===== config.mk =====
export PLATFORM = sky130hd
export DESIGN_NAME = msg_event_regfile
export DESIGN_NICKNAME = d
export VERILOG_FILES = /design/src/rtl/msg_evrf_pkg.sv /design/src/rtl/msg_slot.sv /design/src/rtl/msg_free_search.sv /design/src/rtl/msg_event_map.sv /design/src/rtl/msg_event_regfile.sv
export SDC_FILE = /design/constraint.sdc
export NUM_CORES = 1
export LEC_CHECK = 0
export ABC_AREA = 0
export BUFFER_PORTS_ARGS = -buffer_cell sky130_fd_sc_hd__buf_2
export CAP_MARGIN = 20
export CELL_PAD_IN_SITES_DETAIL_PLACEMENT = 1
export CELL_PAD_IN_SITES_GLOBAL_PLACEMENT = 1
export CORE_ASPECT_RATIO = 1.4
export CORE_MARGIN = 2
export CORE_UTILIZATION = 49
export CTS_CLUSTER_SIZE = 16
export DETAILED_ROUTE_END_ITERATION = 16
export GPL_TIMING_DRIVEN = 1
export PLACE_DENSITY_LB_ADDON = 0.1
export SLEW_MARGIN = 15
export SYNTH_ARGS = -nofsm -noshare
export SYNTH_HDL_FRONTEND = slang
export SYNTH_SLANG_ARGS = --single-unit

===== constraint.sdc =====
create_clock -name clk_i -period 2.4 [get_ports clk_i]
set_clock_uncertainty 0.05 [all_clocks]
set_input_delay 0.24 -clock clk_i [delete_from_list [all_inputs] [get_ports clk_i]]
set_output_delay 0.24 -clock clk_i [all_outputs]
set_load 0.01 [all_outputs]

===== src/rtl/msg_evrf_pkg.sv =====
package msg_evrf_pkg;
  function automatic int idx_width(int n);
    return (n > 1) ? $clog2(n) : 1;
  endfunction
endpackage


===== src/rtl/msg_slot.sv =====
module msg_slot #(
  parameter int TASK_W = 3,
  parameter int MSG_W  = 8
) (
  input  logic              clk_i,
  input  logic              rst_ni,
  input  logic              wr_i,
  input  logic              clr_i,
  input  logic [TASK_W-1:0] src_i,
  input  logic [TASK_W-1:0] dst_i,
  input  logic [MSG_W-1:0]  msg_i,
  output logic              busy_o,
  output logic [TASK_W-1:0] src_o,
  output logic [TASK_W-1:0] dst_o,
  output logic [MSG_W-1:0]  msg_o
);
  // busy flag kept as the top field of the entry
  typedef struct packed {
    logic              busy;
    logic [TASK_W-1:0] src;
    logic [TASK_W-1:0] dst;
    logic [MSG_W-1:0]  msg;
  } entry_t;

  entry_t q;

  always_ff @(posedge clk_i or negedge rst_ni) begin
    if (!rst_ni) begin
      q <= '0;
    end else if (wr_i) begin
      q <= '{busy: 1'b1, src: src_i, dst: dst_i, msg: msg_i};
    end else if (clr_i) begin
      q.busy <= 1'b0;
    end
  end

  assign busy_o = q.busy;
  assign src_o  = q.src;
  assign dst_o  = q.dst;
  assign msg_o  = q.msg;

  AST_NO_OVERWRITE: assert property (@(posedge clk_i) disable iff (!rst_ni)
    wr_i |-> !busy_o);
endmodule


===== src/rtl/msg_free_search.sv =====
module msg_free_search #(
  parameter int N     = 8,
  parameter int IDX_W = 3
) (
  input  logic             clk_i,
  input  logic             rst_ni,
  input  logic [N-1:0]     busy_i,
  output logic [IDX_W-1:0] idx_o,
  output logic             full_o
);
  // scan high to low so the lowest empty index wins
  always_comb begin
    idx_o = '0;
    for (int i = N - 1; i >= 0; i--) begin
      if (!busy_i[i]) idx_o = IDX_W'(i);
    end
  end

  assign full_o = &busy_i;

  AST_IDX_EMPTY: assert property (@(posedge clk_i) disable iff (!rst_ni)
    !full_o |-> !busy_i[idx_o]);
endmodule


===== src/rtl/msg_event_map.sv =====
module msg_event_map #(
  parameter int N         = 8,
  parameter int TASK_W    = 3,
  parameter int NUM_TASKS = 8
) (
  input  logic [N-1:0]      busy_i,
  input  logic [TASK_W-1:0] dst_i [N],
  output logic [NUM_TASKS-1:0] ev_o
);
  for (genvar t = 0; t < NUM_TASKS; t++) begin : g_task
    logic hit;
    always_comb begin
      hit = 1'b0;
      for (int i = 0; i < N; i++) begin
        if (busy_i[i] && dst_i[i] == TASK_W'(t)) hit = 1'b1;
      end
    end
    assign ev_o[t] = hit;
  end
endmodule


===== src/rtl/msg_event_regfile.sv =====
module msg_event_regfile
  import msg_evrf_pkg::*;
#(
  parameter int NUM_SLOTS = 8,
  parameter int TASK_W    = 3,
  parameter int MSG_W     = 8,
  localparam int IDX_W     = idx_width(NUM_SLOTS),
  localparam int NUM_TASKS = 1 << TASK_W
) (
  input  logic                 clk_i,
  input  logic                 rst_ni,
  input  logic                 post_i,
  input  logic [TASK_W-1:0]    post_src_i,
  input  logic [TASK_W-1:0]    post_dst_i,
  input  logic [MSG_W-1:0]     post_msg_i,
  output logic                 post_ok_o,
  output logic                 post_rej_o,
  input  logic                 take_i,
  input  logic [IDX_W-1:0]     take_slot_i,
  input  logic [TASK_W-1:0]    take_task_i,
  output logic                 take_ok_o,
  output logic [TASK_W-1:0]    take_src_o,
  output logic [MSG_W-1:0]     take_msg_o,
  output logic [IDX_W-1:0]     free_idx_o,
  output logic                 full_o,
  output logic [NUM_TASKS-1:0] sync_ev_o
);
  logic [NUM_SLOTS-1:0] busy_vec;
  logic [NUM_SLOTS-1:0] wr_vec;
  logic [NUM_SLOTS-1:0] clr_vec;
  logic [TASK_W-1:0]    src_arr [NUM_SLOTS];
  logic [TASK_W-1:0]    dst_arr [NUM_SLOTS];
  logic [MSG_W-1:0]     msg_arr [NUM_SLOTS];

  logic              sel_busy;
  logic [TASK_W-1:0] sel_dst;

  // both commands judged on pre-edge state
  assign post_ok_o  = post_i && !full_o;
  assign post_rej_o = post_i && full_o;

  always_comb begin
    sel_busy   = 1'b0;
    sel_dst    = '0;
    take_src_o = '0;
    take_msg_o = '0;
    for (int i = 0; i < NUM_SLOTS; i++) begin
      if (take_slot_i == IDX_W'(i)) begin
        sel_busy   = busy_vec[i];
        sel_dst    = dst_arr[i];
        take_src_o = src_arr[i];
        take_msg_o = msg_arr[i];
      end
    end
  end

  assign take_ok_o = take_i && sel_busy && (sel_dst == take_task_i);

  for (genvar i = 0; i < NUM_SLOTS; i++) begin : g_slot
    assign wr_vec[i]  = post_ok_o && (free_idx_o == IDX_W'(i));
    assign clr_vec[i] = take_ok_o && (take_slot_i == IDX_W'(i));

    msg_slot #(.TASK_W(TASK_W), .MSG_W(MSG_W)) u_slot (
      .clk_i  (clk_i),
      .rst_ni (rst_ni),
      .wr_i   (wr_vec[i]),
      .clr_i  (clr_vec[i]),
      .src_i  (post_src_i),
      .dst_i  (post_dst_i),
      .msg_i  (post_msg_i),
      .busy_o (busy_vec[i]),
      .src_o  (src_arr[i]),
      .dst_o  (dst_arr[i]),
      .msg_o  (msg_arr[i])
    );
  end

  msg_free_search #(.N(NUM_SLOTS), .IDX_W(IDX_W)) u_search (
    .clk_i  (clk_i),
    .rst_ni (rst_ni),
    .busy_i (busy_vec),
    .idx_o  (free_idx_o),
    .full_o (full_o)
  );

  msg_event_map #(.N(NUM_SLOTS), .TASK_W(TASK_W), .NUM_TASKS(NUM_TASKS)) u_evmap (
    .busy_i (busy_vec),
    .dst_i  (dst_arr),
    .ev_o   (sync_ev_o)
  );

  AST_POST_LANDS: assert property (@(posedge clk_i) disable iff (!rst_ni)
    post_ok_o |=> busy_vec[$past(free_idx_o)]);
  AST_SYNC_RAISE: assert property (@(posedge clk_i) disable iff (!rst_ni)
    post_ok_o |=> sync_ev_o[$past(post_dst_i)]);
  AST_TAKE_FREES: assert property (@(posedge clk_i) disable iff (!rst_ni)
    take_ok_o |=> !busy_vec[$past(take_slot_i)]);
  AST_FULL_REJECT: assert property (@(posedge clk_i) disable iff (!rst_ni)
    (full_o && post_i && !take_i) |=> full_o);
  AST_BAD_TAKE_HOLD: assert property (@(posedge clk_i) disable iff (!rst_ni)
    (take_i && !take_ok_o && !post_i) |=> $stable(busy_vec));
endmodule


### After elaboration in Yosys (flattened, before gate mapping)

Index checks and enable logic that the tools add are counted.

* bits of input ports: 24
* output and inout bits: 26
* register bits: 120
* logic and storage cells: 327

* mux-type cells: 120
* equality and inequality tests: 71
* reductions and logical operators: 104

Operator list (number)
* 3-bit == test (second input constant): 40
* 1-bit two-way mux: 88
* 1-bit logical AND: 84
* 3-bit two-way mux: 24
* 8-bit two-way mux: 8
* 3-bit by 2-bit == test with 1-bit output (second input constant): 20
* 3-bit by 1-bit == test with 1-bit output (second input constant): 10
* 3-bit logical NOT: 10
* 2-bit nonzero test: 8
* 8-bit AND reduction: 1
* 3-bit == test: 1
* 1-bit logical NOT: 1

### Longest topological paths before layout

* word-level depth: 14
* gate-level depth with buffers: 9
* depth with buffers taken out: 6

### Hierarchy

Synthesis repeated with hierarchy kept, for this count alone.

* cell total of the unflattened synthesis: 571
* area, all modules: 6899.1 um2

By module, submodules not included
* msg_slot: seq. area each 375.4 um2, area an instance 610.6 um2, times used 8, cells each 33
* msg_event_regfile: seq. area each 0.0 um2, area an instance 1296.2 um2, times used 1, cells each 194
* msg_event_map: seq. area each 0.0 um2, area an instance 643.1 um2, times used 1, cells each 100
* msg_free_search: seq. area each 0.0 um2, area an instance 75.1 um2, times used 1, cells each 13

### Worst setup path before layout

OpenSTA, ideal clock, no wires.

* path kind: reg-to-output
* start: register g_slot[7].u_slot.q (netlist bit g_slot[7].u_slot.dst_o[2])
* end: output take_ok_o
* arrival: 1821 ps
* data required time: 2110 ps
* path buffers: 1
* cell stages (with the launch flop): 7
* setup slack: 289 ps
* cells stage by stage: dfrtp_1 clkbuf_1 mux2i_1 mux4_2 xnor2_1 a211oi_1 and3_1

* longest elaborated chain between the ends: 3

Ends and longest elaborated chain
* from (decl): line msg_slot.sv:25 `entry_t q;`
* from (signal assigned): line msg_slot.sv:31 `q <= '{busy: 1'b1, src: src_i, dst: dst_i, msg: msg_i};`
* 3-bit two-way mux: line msg_event_regfile.sv:48 `if (take_slot_i == IDX_W'(i)) begin`
* 3-bit == test: line msg_event_regfile.sv:57 `assign take_ok_o = take_i && sel_busy && (sel_dst == take_task_i);`
* 1-bit logical AND: line msg_event_regfile.sv:57
* to (decl): line msg_event_regfile.sv:21 `output logic take_ok_o,`

No other way between the ends.

### Worst setup path after layout

* start: register g_slot[5].u_slot.q (netlist bit g_slot[5].u_slot.dst_o[0])
* end: output take_ok_o

* longest elaborated chain between the ends: 5

Ends and longest elaborated chain (line)
* from (decl): msg_slot.sv:25
* from (signal assigned): msg_slot.sv:31
* 3-bit two-way mux (3 in a row): msg_event_regfile.sv:48
* 3-bit == test: msg_event_regfile.sv:57
* 1-bit logical AND: msg_event_regfile.sv:57

No other way between the ends.

==> impl_summary.txt <==
----------------------------------------------------
[Placed design]
  Placed wire-length estimate ... 13.4 mm
  Final weighted congestion in routability-driven placement ... 0.891
  Number of placed instances, taps included ... 776
  Count of buffers inserted at the top-level ports ... 49

[Global route]
  Largest net degree at the start of global routing ... 47
  Global-route wire length before repair ... 31.9 mm
  Number of global-route vias before repair ... 5712
  GRT Overall Usage ... 30.1%
  Final global-route overflow total ... 0
  Antenna violations before repair ... 0

[STA]
  Slew @ Worst Pin ... 0.531 ns
  Setup repair after global routing missed its margin ... yes
  Setup ws final ... -0.0686 ns
  Pins over their slew limit ... 0
  Maximum operating frequency ... 0.405 GHz
  Crit path time final ... 2.47 ns
  Final Hold Vio Count ... 0
  Final critical-path share of the clock period ... 103%
  Final setup violation count ... 1
  Slew margin rel. ... 64.6%

[Synthesis]
  Post-synth design cell area ... 6470 µm²
  Fraction of post-synthesis cell area in the top cell type by area ... 46.4%
  Average instance area after synthesis ... 11.2 µm²
  Net count of the mapped netlist ... 601
  Fraction of registers with async set or reset after synthesis ... 100%
  Number of synthesized flops with an enable pin ... 0
  Area contributors post-synth ... dfrtp_1 46%, mux2_2 19%, mux2i_1 3.1%
  Count of state elements after synthesis ... 120
  Warnings, synthesis ... 0
  Dominant register cell in the synthesized netlist ... dfrtp_1
  Cell with the most instances after synthesis ... dfrtp_1
  Commonest cells post-synth ... 120 x dfrtp_1, 107 x mux2_2, 42 x nand2_1, 33 x a21oi_1, 27 x nor2_1
  Number of distinct library cells after synthesis ... 56
  Area leader, netlist ... dfrtp_1
  Synthesized netlist cell count ... 577
  Fraction of the yosys area taken by sequential cells ... 46.4%

[Final layout]
  Fill cell instance count of the final layout ... 1356
  Fraction of the core area covered by cells at the end of the flow ... 60.1%
  Antenna diodes ... 0
  Area growth, synth to finish ... 19.6%
  Count of nets after finishing ... 671
  Post-layout instance count excluding filler cells ... 813
  Share of post-route cells with drive strength above 1 ... 40.2%

[Floorplan]
  Std-Cell Rows ... 49
  Die X-Extent ... 101 µm
  Starting utilization of the core area ... 50.2%
  Die Outline Area ... 14100 µm²
  Height of the die ... 140 µm
  Ports ... 50
  Core Footprint ... 12900 µm²

[Run status]
  Run status ... complete, but fails checks
  Failing checks ... setup timing

[Route]
  Number of violations reported at the end of detailed-routing iteration 0 ... 237
  Number of vias in the routed layout ... 5087
  Detailed-route wire length per cell ... 24.7 µm
  Via density per instance ... 6.26
  Total DRC errors in the routed layout ... 0
  Final routed wirelength across all metal layers ... 20.1 mm
  Initial DRT Pass Iterations ... 4
  Post-detailed-route count of antenna-violating nets ... 0

[Worst setup path]
  Worst path arrival time ... 2.18 ns
  Top fanout value on the critical path ... 6
  Critical path buffer and inverter count ... 1
  Endpoint required time on the critical path ... 2.11 ns
  Kind of launch point of the worst setup path ... flop
  Cell at the slowest stage of the critical path ... mux4_2
  Worst stage delay on the critical path ... 0.49 ns
  Cell family with most CP delay ... multiplexers
  Cells along the critical path ... mux4_2, mux2i_1, xor2_1, and3_4, buf_2
  Critical path class ... reg -> out
  Critical path capture point type ... primary output

[CTS]
  Inserted Clock Buffers ... 17
  Clock latency at the later pin of the worst-skew pair ... 0.42 ns
  Root buf cell ... clkbuf_16
  TritonCTS clock tree ... done
  Clock-pin slew of the registers on the worst-case setup and hold paths ... 0.06 ns
  Clock Tree Buf Depth ... 2
  Clock sink count ... 120
  CTS H-Tree Depth ... 4

[Power]
  Highest ir drop seen on vdd ... 0.000665 V
  Leakage ... 3.35 nW
  Power density over cell area ... 1350 nW/µm²

[Job]
  Number of max-cap violations ... 0

[Worst hold path]
  Worst hold path class ... in -> reg

----------------------------------------------------
-- through the flow --
step	cell area, µm²	hold slack [ns]	power, W	setup WS, ns	setup TNS [ns]
after CTS	7720	0.0839	0.0105	-0.0327	-0.0327
after detailed placement	7060	0.199	0.00768	0.129	0
after floorplan	6470	-0.106	0.00636	0.289	0
final	7740	0.0956	0.0105	-0.0686	-0.0686
after global routing	7740	0.105	0.0111	-0.137	-0.137
after global placement	7060	0.193	0.00741	0.225	0
-- cell families after synthesis --
kind of cell | Yosys count | synth area share [%]
DFF | 120 | 46.4
xor gates and xnor gates | 3 | 0.406
and+or+nand+nor | 147 | 12.3
buffers and inverters | 53 | 4.29
AOI/OAI and AO/OA | 117 | 12.3
muxes | 137 | 24.3
-- final cells by class --
| cell class | instances | area, µm² | share of cell area, % |
|---|---|---|---|
| multi-input combinational | 404 | 3200 | 41.4 |
| sequential | 120 | 3010 | 38.9 |
| timing repair buffer | 97 | 686 | 8.86 |
| clock buffer | 19 | 453 | 5.85 |
| tap | 153 | 191 | 2.47 |
| clock inverter | 13 | 169 | 2.18 |
| inverter | 7 | 26.3 | 0.340 |
-- state kept, by name (all words and copies together), names as in the netlist --
name / flops
g_slot.u_slot.src_o: 24
g_slot.u_slot.dst_o: 24
g_slot.u_slot.busy_o: 8
g_slot.u_slot.msg_o: 64
-- worst register-to-register path: cells and delay by family, from the launching register on --
family                 cells  cell delay [ns]
AO/OA/AOI/OAI              1             0.10
XOR/XNOR                   1             0.27
flip-flops                 1             0.46
AND/OR/NAND/NOR            1             0.21
multiplexers               2             0.67
buffers and inverters      2             0.27
-- report_power, final --
part	total, W	internal, W	leakage (nW)	switching, W
logic	0.00408	0.00208	1.64	0.00201
registers	0.00373	0.00296	1.43	0.000764
clock network	0.00267	0.00170	0.293	0.000967
-- placed cells by master (no fill, tap or decap), drive strengths merged, types with 5 or more instances in the layout --
cell    count
mux2      112
o21ai      23
o221a       7
mux4        5
nor3       10
a21oi      33
buf        96
nand4      11
nand2      42
a22o        7
clkbuf     19
dfrtp     120
nor2       29
o22ai       5
mux2i      20
nor3b       5
nor2b      13
inv        10
a31oi      17
nand2b     11
-- worst paths after layout --
| path | startpoint | to | slack [ns] | cells past startpoint |
|---|---|---|---|---|
| worst min-delay path | post_msg_i[3] | g_slot[5].u_slot.msg_o[3] | 0.1 | 2 |
| worst min register to register | g_slot[5].u_slot.msg_o[3] | g_slot[5].u_slot.msg_o[3] | 0.44 | 1 |
| min in group asynchronous | rst_ni | g_slot[4].u_slot.msg_o[3] | 0.30 | 2 |
| max in group asynchronous | rst_ni | g_slot[4].u_slot.dst_o[2] | 1.34 | 3 |
| worst max register to register | g_slot[5].u_slot.dst_o[0] | g_slot[1].u_slot.busy_o | 0.23 | 7 |
| worst max-delay path | g_slot[5].u_slot.dst_o[0] | take_ok_o | -0.07 | 5 |
-- repair_timing --
action | 4_1_cts | 5_1_grt
hold endpoints to repair | 37 | 0
buffers inserted | 3 | 1
pin swaps | 1 | 1
resized for setup | 4 | 5
endpoints found under the setup margin | 1 | 1
hold buffers | 1 | 0
-- per-layer routing --
metal  part of all wire, %  global-route usage, %  vias to the layer above  wire [µm]
met5                     0                      0                        -          0
met4                   5.1                   15.6                        0       1020
met3                   3.3                   5.49                       61        671
met2                    53                   51.9                      144      10600
met1                    39                   35.1                     2609       7810
li1                      -                      -                     2273          -
No activity file was read; power rests on OpenSTA's default activity.
